==> src/rtl/sdh_pkg.sv <==
package sdh_pkg;
    localparam int ADDR_W      = 6;
    localparam int RSP_BYTES   = 16;                 // power of two
    localparam int SLOT_W      = $clog2(RSP_BYTES);
    localparam int PTR_W       = SLOT_W + 1;
    localparam int BLK_SIZE_W  = 11;
    localparam int BLK_BYTES_W = BLK_SIZE_W + 1;
    localparam int FLAG_W      = 16 - BLK_SIZE_W;

    localparam logic [ADDR_W-1:0] OFS_CTRL  = 6'h00;
    localparam logic [ADDR_W-1:0] OFS_CMD   = 6'h01;
    localparam logic [ADDR_W-1:0] OFS_RTYPE = 6'h02;
    localparam logic [ADDR_W-1:0] OFS_ARG   = 6'h04;
    localparam logic [ADDR_W-1:0] OFS_BLEN  = 6'h0C;
    localparam logic [ADDR_W-1:0] OFS_BCNT  = 6'h0E;
    localparam logic [ADDR_W-1:0] OFS_RSP   = 6'h10;

    localparam logic [3:0] STOP_KIND  = 4'd7;
    localparam logic [7:0] STOP_RTYPE = 8'd9;

    typedef struct packed {
        logic [3:0] kind;
        logic       fifo_clr;
        logic       dir_wr;
        logic       rsvd;
        logic       go;
    } ctrl_t;

    // Buffer slot holding logical response byte n (rotated by one)
    function automatic logic [SLOT_W-1:0] rsp_slot(input logic [SLOT_W-1:0] n);
        return n + SLOT_W'(1);
    endfunction
endpackage

==> src/rtl/sdh_ctrl_regs.sv <==
module sdh_ctrl_regs
    import sdh_pkg::*;
(
    input  logic              clk,
    input  logic              rst,
    input  logic              wr_en,
    input  logic [ADDR_W-1:0] waddr,
    input  logic [7:0]        wdata,
    input  logic              stop_req,
    input  logic [7:0]        stop_cmd,
    output ctrl_t             ctrl,
    output logic [7:0]        cmd_idx,
    output logic [7:0]        rtype,
    output logic [31:0]       arg,
    output logic [15:0]       blen,
    output logic [15:0]       bcnt
);
    logic ctrl_hit;
    assign ctrl_hit = wr_en && (waddr == OFS_CTRL);

    always_ff @(posedge clk) begin
        if (rst) begin
            ctrl    <= '0;
            cmd_idx <= '0;
            rtype   <= '0;
            arg     <= '0;
            blen    <= '0;
            bcnt    <= '0;
        end else begin
            ctrl.go       <= 1'b0;
            ctrl.fifo_clr <= 1'b0;
            if (ctrl_hit) begin
                ctrl.kind     <= wdata[7:4];
                ctrl.fifo_clr <= wdata[3];
                ctrl.dir_wr   <= wdata[2];
                ctrl.go       <= wdata[0];
            end
            if (wr_en && waddr == OFS_CMD)   cmd_idx <= wdata;
            if (wr_en && waddr == OFS_RTYPE) rtype   <= wdata;
            for (int b = 0; b < 4; b++) begin
                if (wr_en && waddr == OFS_ARG + ADDR_W'(b)) arg[8*b +: 8] <= wdata;
            end
            for (int b = 0; b < 2; b++) begin
                if (wr_en && waddr == OFS_BLEN + ADDR_W'(b)) blen[8*b +: 8] <= wdata;
                if (wr_en && waddr == OFS_BCNT + ADDR_W'(b)) bcnt[8*b +: 8] <= wdata;
            end
            if (stop_req) begin
                cmd_idx   <= stop_cmd;
                ctrl.kind <= STOP_KIND;
                rtype     <= STOP_RTYPE;
                ctrl.go   <= 1'b1;
            end
        end
    end

    assert_go_pulse_R2: assert property (@(posedge clk) disable iff (rst)
        !(ctrl_hit && wdata[0]) && !stop_req |=> !ctrl.go);

    assert_kind_hold_R3: assert property (@(posedge clk) disable iff (rst)
        !ctrl_hit && !stop_req |=> $stable(ctrl.kind) && $stable(ctrl.dir_wr));

    assert_stop_load_R10: assert property (@(posedge clk) disable iff (rst)
        stop_req |=> ctrl.go && ctrl.kind == STOP_KIND && rtype == STOP_RTYPE);
endmodule

==> src/rtl/sdh_rsp_buf.sv <==
module sdh_rsp_buf
    import sdh_pkg::*;
(
    input  logic              clk,
    input  logic              rst,
    input  logic              rewind,
    input  logic              byte_vld,
    input  logic [7:0]        byte_in,
    input  logic [SLOT_W-1:0] rd_slot,
    output logic [7:0]        rd_byte
);
    logic [7:0]       slot_mem [RSP_BYTES];
    logic [PTR_W-1:0] fill_ptr;
    logic             full;

    assign full    = (fill_ptr == PTR_W'(RSP_BYTES));
    assign rd_byte = slot_mem[rd_slot];

    always_ff @(posedge clk) begin
        if (rst) begin
            fill_ptr <= '0;
            for (int i = 0; i < RSP_BYTES; i++) slot_mem[i] <= '0;
        end else if (rewind) begin
            fill_ptr <= '0;
        end else if (byte_vld && !full) begin
            slot_mem[rsp_slot(fill_ptr[SLOT_W-1:0])] <= byte_in;
            fill_ptr <= fill_ptr + PTR_W'(1);
        end
    end

    assert_rewind_ptr_R9: assert property (@(posedge clk) disable iff (rst)
        rewind |=> fill_ptr == '0);

    assert_ptr_bound_R8: assert property (@(posedge clk) disable iff (rst)
        fill_ptr <= PTR_W'(RSP_BYTES));

    assert_full_hold_R8: assert property (@(posedge clk) disable iff (rst)
        full && !rewind |=> $stable(fill_ptr));
endmodule

==> src/rtl/sdh_cmd_regs.sv <==
module sdh_cmd_regs
    import sdh_pkg::*;
(
    input  logic                   clk,
    input  logic                   rst,
    input  logic                   reg_wr,
    input  logic [ADDR_W-1:0]      reg_addr,
    input  logic [7:0]             reg_wdata,
    output logic [7:0]             reg_rdata,
    input  logic                   rsp_vld,
    input  logic [7:0]             rsp_byte,
    input  logic                   stop_req,
    input  logic [7:0]             stop_cmd,
    output logic                   cmd_go,
    output logic [3:0]             cmd_kind,
    output logic                   cmd_dir_wr,
    output logic [7:0]             cmd_index,
    output logic [7:0]             cmd_rtype,
    output logic [31:0]            cmd_arg,
    output logic [BLK_BYTES_W-1:0] blk_bytes,
    output logic [FLAG_W-1:0]      blk_flags,
    output logic [15:0]            blk_count
);
    ctrl_t       ctrl;
    logic [15:0] blen;
    logic [7:0]  rsp_rd;
    logic        rewind;

    assign rewind = reg_wr && (reg_addr == OFS_CTRL) && reg_wdata[3];

    sdh_ctrl_regs u_ctrl (
        .clk      (clk),
        .rst      (rst),
        .wr_en    (reg_wr),
        .waddr    (reg_addr),
        .wdata    (reg_wdata),
        .stop_req (stop_req),
        .stop_cmd (stop_cmd),
        .ctrl     (ctrl),
        .cmd_idx  (cmd_index),
        .rtype    (cmd_rtype),
        .arg      (cmd_arg),
        .blen     (blen),
        .bcnt     (blk_count)
    );

    sdh_rsp_buf u_rsp (
        .clk      (clk),
        .rst      (rst),
        .rewind   (rewind),
        .byte_vld (rsp_vld),
        .byte_in  (rsp_byte),
        .rd_slot  (reg_addr[SLOT_W-1:0]),
        .rd_byte  (rsp_rd)
    );

    assign cmd_go     = ctrl.go;
    assign cmd_kind   = ctrl.kind;
    assign cmd_dir_wr = ctrl.dir_wr;
    assign blk_bytes  = {1'b0, blen[BLK_SIZE_W-1:0]} + BLK_BYTES_W'(1);
    assign blk_flags  = blen[15:BLK_SIZE_W];

    always_comb begin
        reg_rdata = '0;
        if (reg_addr == OFS_CTRL)                     reg_rdata = ctrl;
        else if (reg_addr == OFS_CMD)                 reg_rdata = cmd_index;
        else if (reg_addr == OFS_RTYPE)               reg_rdata = cmd_rtype;
        else if (reg_addr[ADDR_W-1:2] == OFS_ARG[ADDR_W-1:2])
            reg_rdata = cmd_arg[{reg_addr[1:0], 3'b000} +: 8];
        else if (reg_addr[ADDR_W-1:1] == OFS_BLEN[ADDR_W-1:1])
            reg_rdata = blen[{reg_addr[0], 3'b000} +: 8];
        else if (reg_addr[ADDR_W-1:1] == OFS_BCNT[ADDR_W-1:1])
            reg_rdata = blk_count[{reg_addr[0], 3'b000} +: 8];
        else if (reg_addr[ADDR_W-1:SLOT_W] == OFS_RSP[ADDR_W-1:SLOT_W])
            reg_rdata = rsp_rd;
    end

    assert_hole_zero_R11: assert property (@(posedge clk) disable iff (rst)
        (reg_addr == 6'h03 || reg_addr[5:2] == 4'h2 || reg_addr[5]) |-> reg_rdata == 8'h00);

    assert_bit1_zero_R2: assert property (@(posedge clk) disable iff (rst)
        reg_addr == OFS_CTRL |-> reg_rdata[1] == 1'b0);
endmodule

==> config.mk <==
export PLATFORM = sky130hd
export DESIGN_NAME = sdh_cmd_regs
export DESIGN_NICKNAME = d
export VERILOG_FILES = /design/src/rtl/sdh_pkg.sv /design/src/rtl/sdh_ctrl_regs.sv /design/src/rtl/sdh_rsp_buf.sv /design/src/rtl/sdh_cmd_regs.sv
export SDC_FILE = /design/constraint.sdc
export NUM_CORES = 1
export LEC_CHECK = 0
export CAP_MARGIN = 0
export CORE_UTILIZATION = 30
export DETAILED_ROUTE_END_ITERATION = 10
export GPL_TIMING_DRIVEN = 0
export PLACE_DENSITY = 0.51
export SYNTH_ARGS = -nofsm -noshare
export SYNTH_HDL_FRONTEND = slang
export SYNTH_SLANG_ARGS = --single-unit
==> constraint.sdc <==
create_clock -name clk -period 2.1 [get_ports clk]
set_input_delay 0.21 -clock clk [delete_from_list [all_inputs] [get_ports clk]]
set_output_delay 0.21 -clock clk [all_outputs]
set_load 0.03 [all_outputs]
==> results_dict.tcl <==
set metrics [dict create \
    status "finished with violations" \
    violations "negative setup slack" \
    cts_tree "built" \
    cts_buffers 26 \
    ys_warn_count 0 \
    tightest_slew_ps 843 \
    ys_seq_elements 220 \
    die_w_um 190 \
    holdWs_ps 70.3 \
    syn_to_final_growth_pct 36.2 \
    fin_skew_ps 7.30 \
    maxCapViolCount 0 \
    powerDensity_mw_per_mm2 699 \
    ant_nets 0 \
    ir_drop_uv 639 \
    port_buffers 122 \
    critical_path_class "reg2out" \
    drtPass1Iterations 5 \
    antenna_found_initial 0 \
    place.detailed.hpwl_um 24400 \
    finalCritPeriodShare 1.21 \
    p_sw_mw 2.51 \
    synthCells 897 \
    swShare 0.250 \
    crit_chain "mux4_2 > a22o_1 > o311ai_2 > o211ai_1 > buf_4" \
    dieArea_sq_mm 0.0360 \
    synth_area_leader_cell "edfxtp_1" \
    yosys.cell_types.count 51 \
    synth_edf_count 128 \
    yosys.area.top_type_share 0.363 \
    io_pins 130 \
    core_region_area_sq_mm 0.0346 \
    seq_area_frac_synth 0.538 \
    endpoint_kind "output pin" \
    drt-wirelength-per-cell_um 22.3 \
    setup_violations 8 \
    leakage_nw 5.22 \
    place_congestion 0.829 \
    initial_utilization 0.305 \
    critPathMaxFanout 1 \
    seqPwrFrac 0.471 \
    drt-total-wl_um 34800 \
    drtIter0Drc 580 \
    route.vias.total 7779 \
    yosys_most_used_dff "edfxtp_1" \
    row_count 68 \
    htree_levels 1 \
    critPathMaxStageDelay_ps 520 \
    endpoint "reg_rdata[1]" \
    ff2ff_setup_slack_ps 60 \
    grt_pass1_vias 7819 \
    cts_sinks 220 \
    relSlewSlack 0.438 \
    avgViaCountPerCell 4.99 \
    syn_area_sq_mm 0.0106 \
    die_h_um 190 \
    grt_pass1_wl_um 50600 \
    timing.rr.start "u_rsp.fill_ptr[0]" \
    grt_usage 0.191 \
    rr_worst_depth 8 \
    hold_violations 0 \
    synthTopCellsByArea "edfxtp_1, dfxtp_1, mux2i_1" \
    drc 0 \
    fin_ws_ps -447 \
    cp.arrival_ps 2340 \
    clk_latency_ps 530 \
    worstHoldPathType "in2reg" \
    nFillCells 3253 \
    worstPathRequired_ps 1890 \
    cts-root-buf "clkbuf_16" \
    reg2reg_to "u_rsp.slot_mem[10][2]" \
    avgSynthCellArea_sq_um 11.8 \
    crit_start "u_rsp.slot_mem[15][1]" \
    worstSetupStartpointType "flop" \
    drive_above_1_share 0.258 \
    async_reset_ff_frac 0 \
    fin_nets 1131 \
    cts.clk_slew.worst_paths_ps 60 \
    holdBufCountCts 0 \
    grt_max_degree 13 \
    p_comb_frac 0.111 \
    period_needed_ps 2550 \
    synth_common_cells "and2_1, edfxtp_1, nor2_1" \
    synth.net_count 938 \
    fmax_mhz 393 \
    clockBufferDepth 3 \
    clkPwrFrac 0.418 \
    intPower_mw 7.55 \
    cpMaxStageDelayCell "mux4_2" \
    finalSetupTns_ps -2890 \
    maxSlewViolCount 0 \
    rsz0062_at_grt "yes" \
    antenna_cells 0 \
    grt.overflow.total 0 \
]
layout by cell type (no fill, tap or decap), types with 6 or more instances in the layout:
master / Yosys / routed
buf_4: 13 / 44
buf_2: 11 / 12
mux4_2: 40 / 40
nor2_1: 110 / 90
edfxtp_1: 128 / 128
buf_12: 0 / 14
mux2i_1: 90 / 83
a211o_1: 6 / 6
nand2_2: 5 / 7
dfxtp_2: 0 / 6
clkbuf_1: 37 / 34
o21ai_4: 0 / 15
clkbuf_16: 0 / 27
nor2_2: 5 / 8
inv_1: 10 / 8
nand2_1: 39 / 37
and2_1: 128 / 128
nand3_1: 31 / 26
xor2_1: 7 / 6
a21oi_1: 35 / 33
clkbuf_8: 0 / 6
buf_6: 4 / 16
dfxtp_1: 92 / 81
clkdlybuf4s50_1: 0 / 101
a311oi_1: 7 / 7
xnor2_1: 8 / 7
nor2_4: 0 / 17
area by class of cell:
cell class	instances	area, sq um	share of cell area
Timing Repair Buffer	166	1660	0.115
Sequential cell	220	5710	0.397
Inverter	10	41.3	0.00287
Buffer	67	457	0.0317
Multi-Input combinational cell	599	5190	0.361
Clock inverter	8	38.8	0.00269
Clock buffer	34	732	0.0508
Tap cell	455	569	0.0395
logic make-up after synthesis:
family          Yosys count  synth area share
mux                     130             0.170
buf+inv                  78            0.0375
fa+ha+maj                 6           0.00710
simple gates            346             0.172
compound gates          102            0.0635
flops                   220             0.538
xor+xnor                 15            0.0124
through the flow:
| stage | total power [mW] | utilization | setup slack (ps) | instances | area [sq um] |
|---|---|---|---|---|---|
| global route | 10.4 | 0.416 | -572 | 1559 | 14400 |
| finish | 10.1 | 0.416 | -447 | 1559 | 14400 |
| floorplan | 5.34 | - | -118 | 897 | 10600 |
| detailed placement | 5.75 | 0.359 | -1500 | 1480 | 12400 |
| CTS | 10.1 | 0.407 | -493 | 1542 | 14100 |
| global placement | 5.74 | 0.357 | -1520 | 1474 | 12400 |
state kept, by name, summed over array words and instances, names as in the netlist:
| register | flops |
|---|---|
| u_ctrl.rtype | 8 |
| u_rsp.slot_mem | 128 |
| u_ctrl.bcnt | 16 |
| u_ctrl.cmd_idx | 8 |
| u_ctrl.ctrl | 7 |
| u_ctrl.arg | 32 |
| u_rsp.fill_ptr | 5 |
| u_ctrl.blen | 16 |
worst max-delay path: cells and delay by family, from the launching register on:
family,cells,cell delay (ps)
compound gates,3,730
buf+inv,1,210
flops,1,360
mux,1,520
how the worst min path moves through the flow:
stage,end,startpoint,slack (ps),cells after the start
6_report,u_ctrl.ctrl[7],reg_addr[5],70,4
5_1_grt,u_ctrl.ctrl[7],reg_addr[5],90,4
4_1_cts,u_ctrl.ctrl[7],reg_addr[5],70,4
3_5_place_dp,u_ctrl.ctrl[2],u_ctrl.ctrl[2],470,2
3_3_place_gp,u_ctrl.rtype[6],u_ctrl.rtype[6],460,2
2_1_floorplan,u_ctrl.cmd_idx[0],stop_cmd[0],380,2
power by group through the flow:
stage	Combinational [mW]	Clock [mW]	Sequential, mW
3_5_place_dp	0.917	0	4.84
5_1_grt	1.18	4.43	4.75
6_report	1.11	4.21	4.74
2_1_floorplan	0.491	0	4.85
3_3_place_gp	0.904	0	4.84
4_1_cts	1.07	4.29	4.74
layer usage:
metal  up-vias  part of all wire  GRT usage
li1       3636                 -          -
met1      3808              0.42      0.247
met2       264              0.48      0.322
met3        71             0.058     0.0297
met4         0             0.039     0.0707
met5         -                 0          0
what timing repair did:
action                                  in CTS  in global routing
cloned                                       1                  0
pin swaps                                   35                 22
setup buffers                               20                 17
endpoints found under the setup margin     283                265
resized for setup                          249                 52
(Power assumes the default switching activity.)
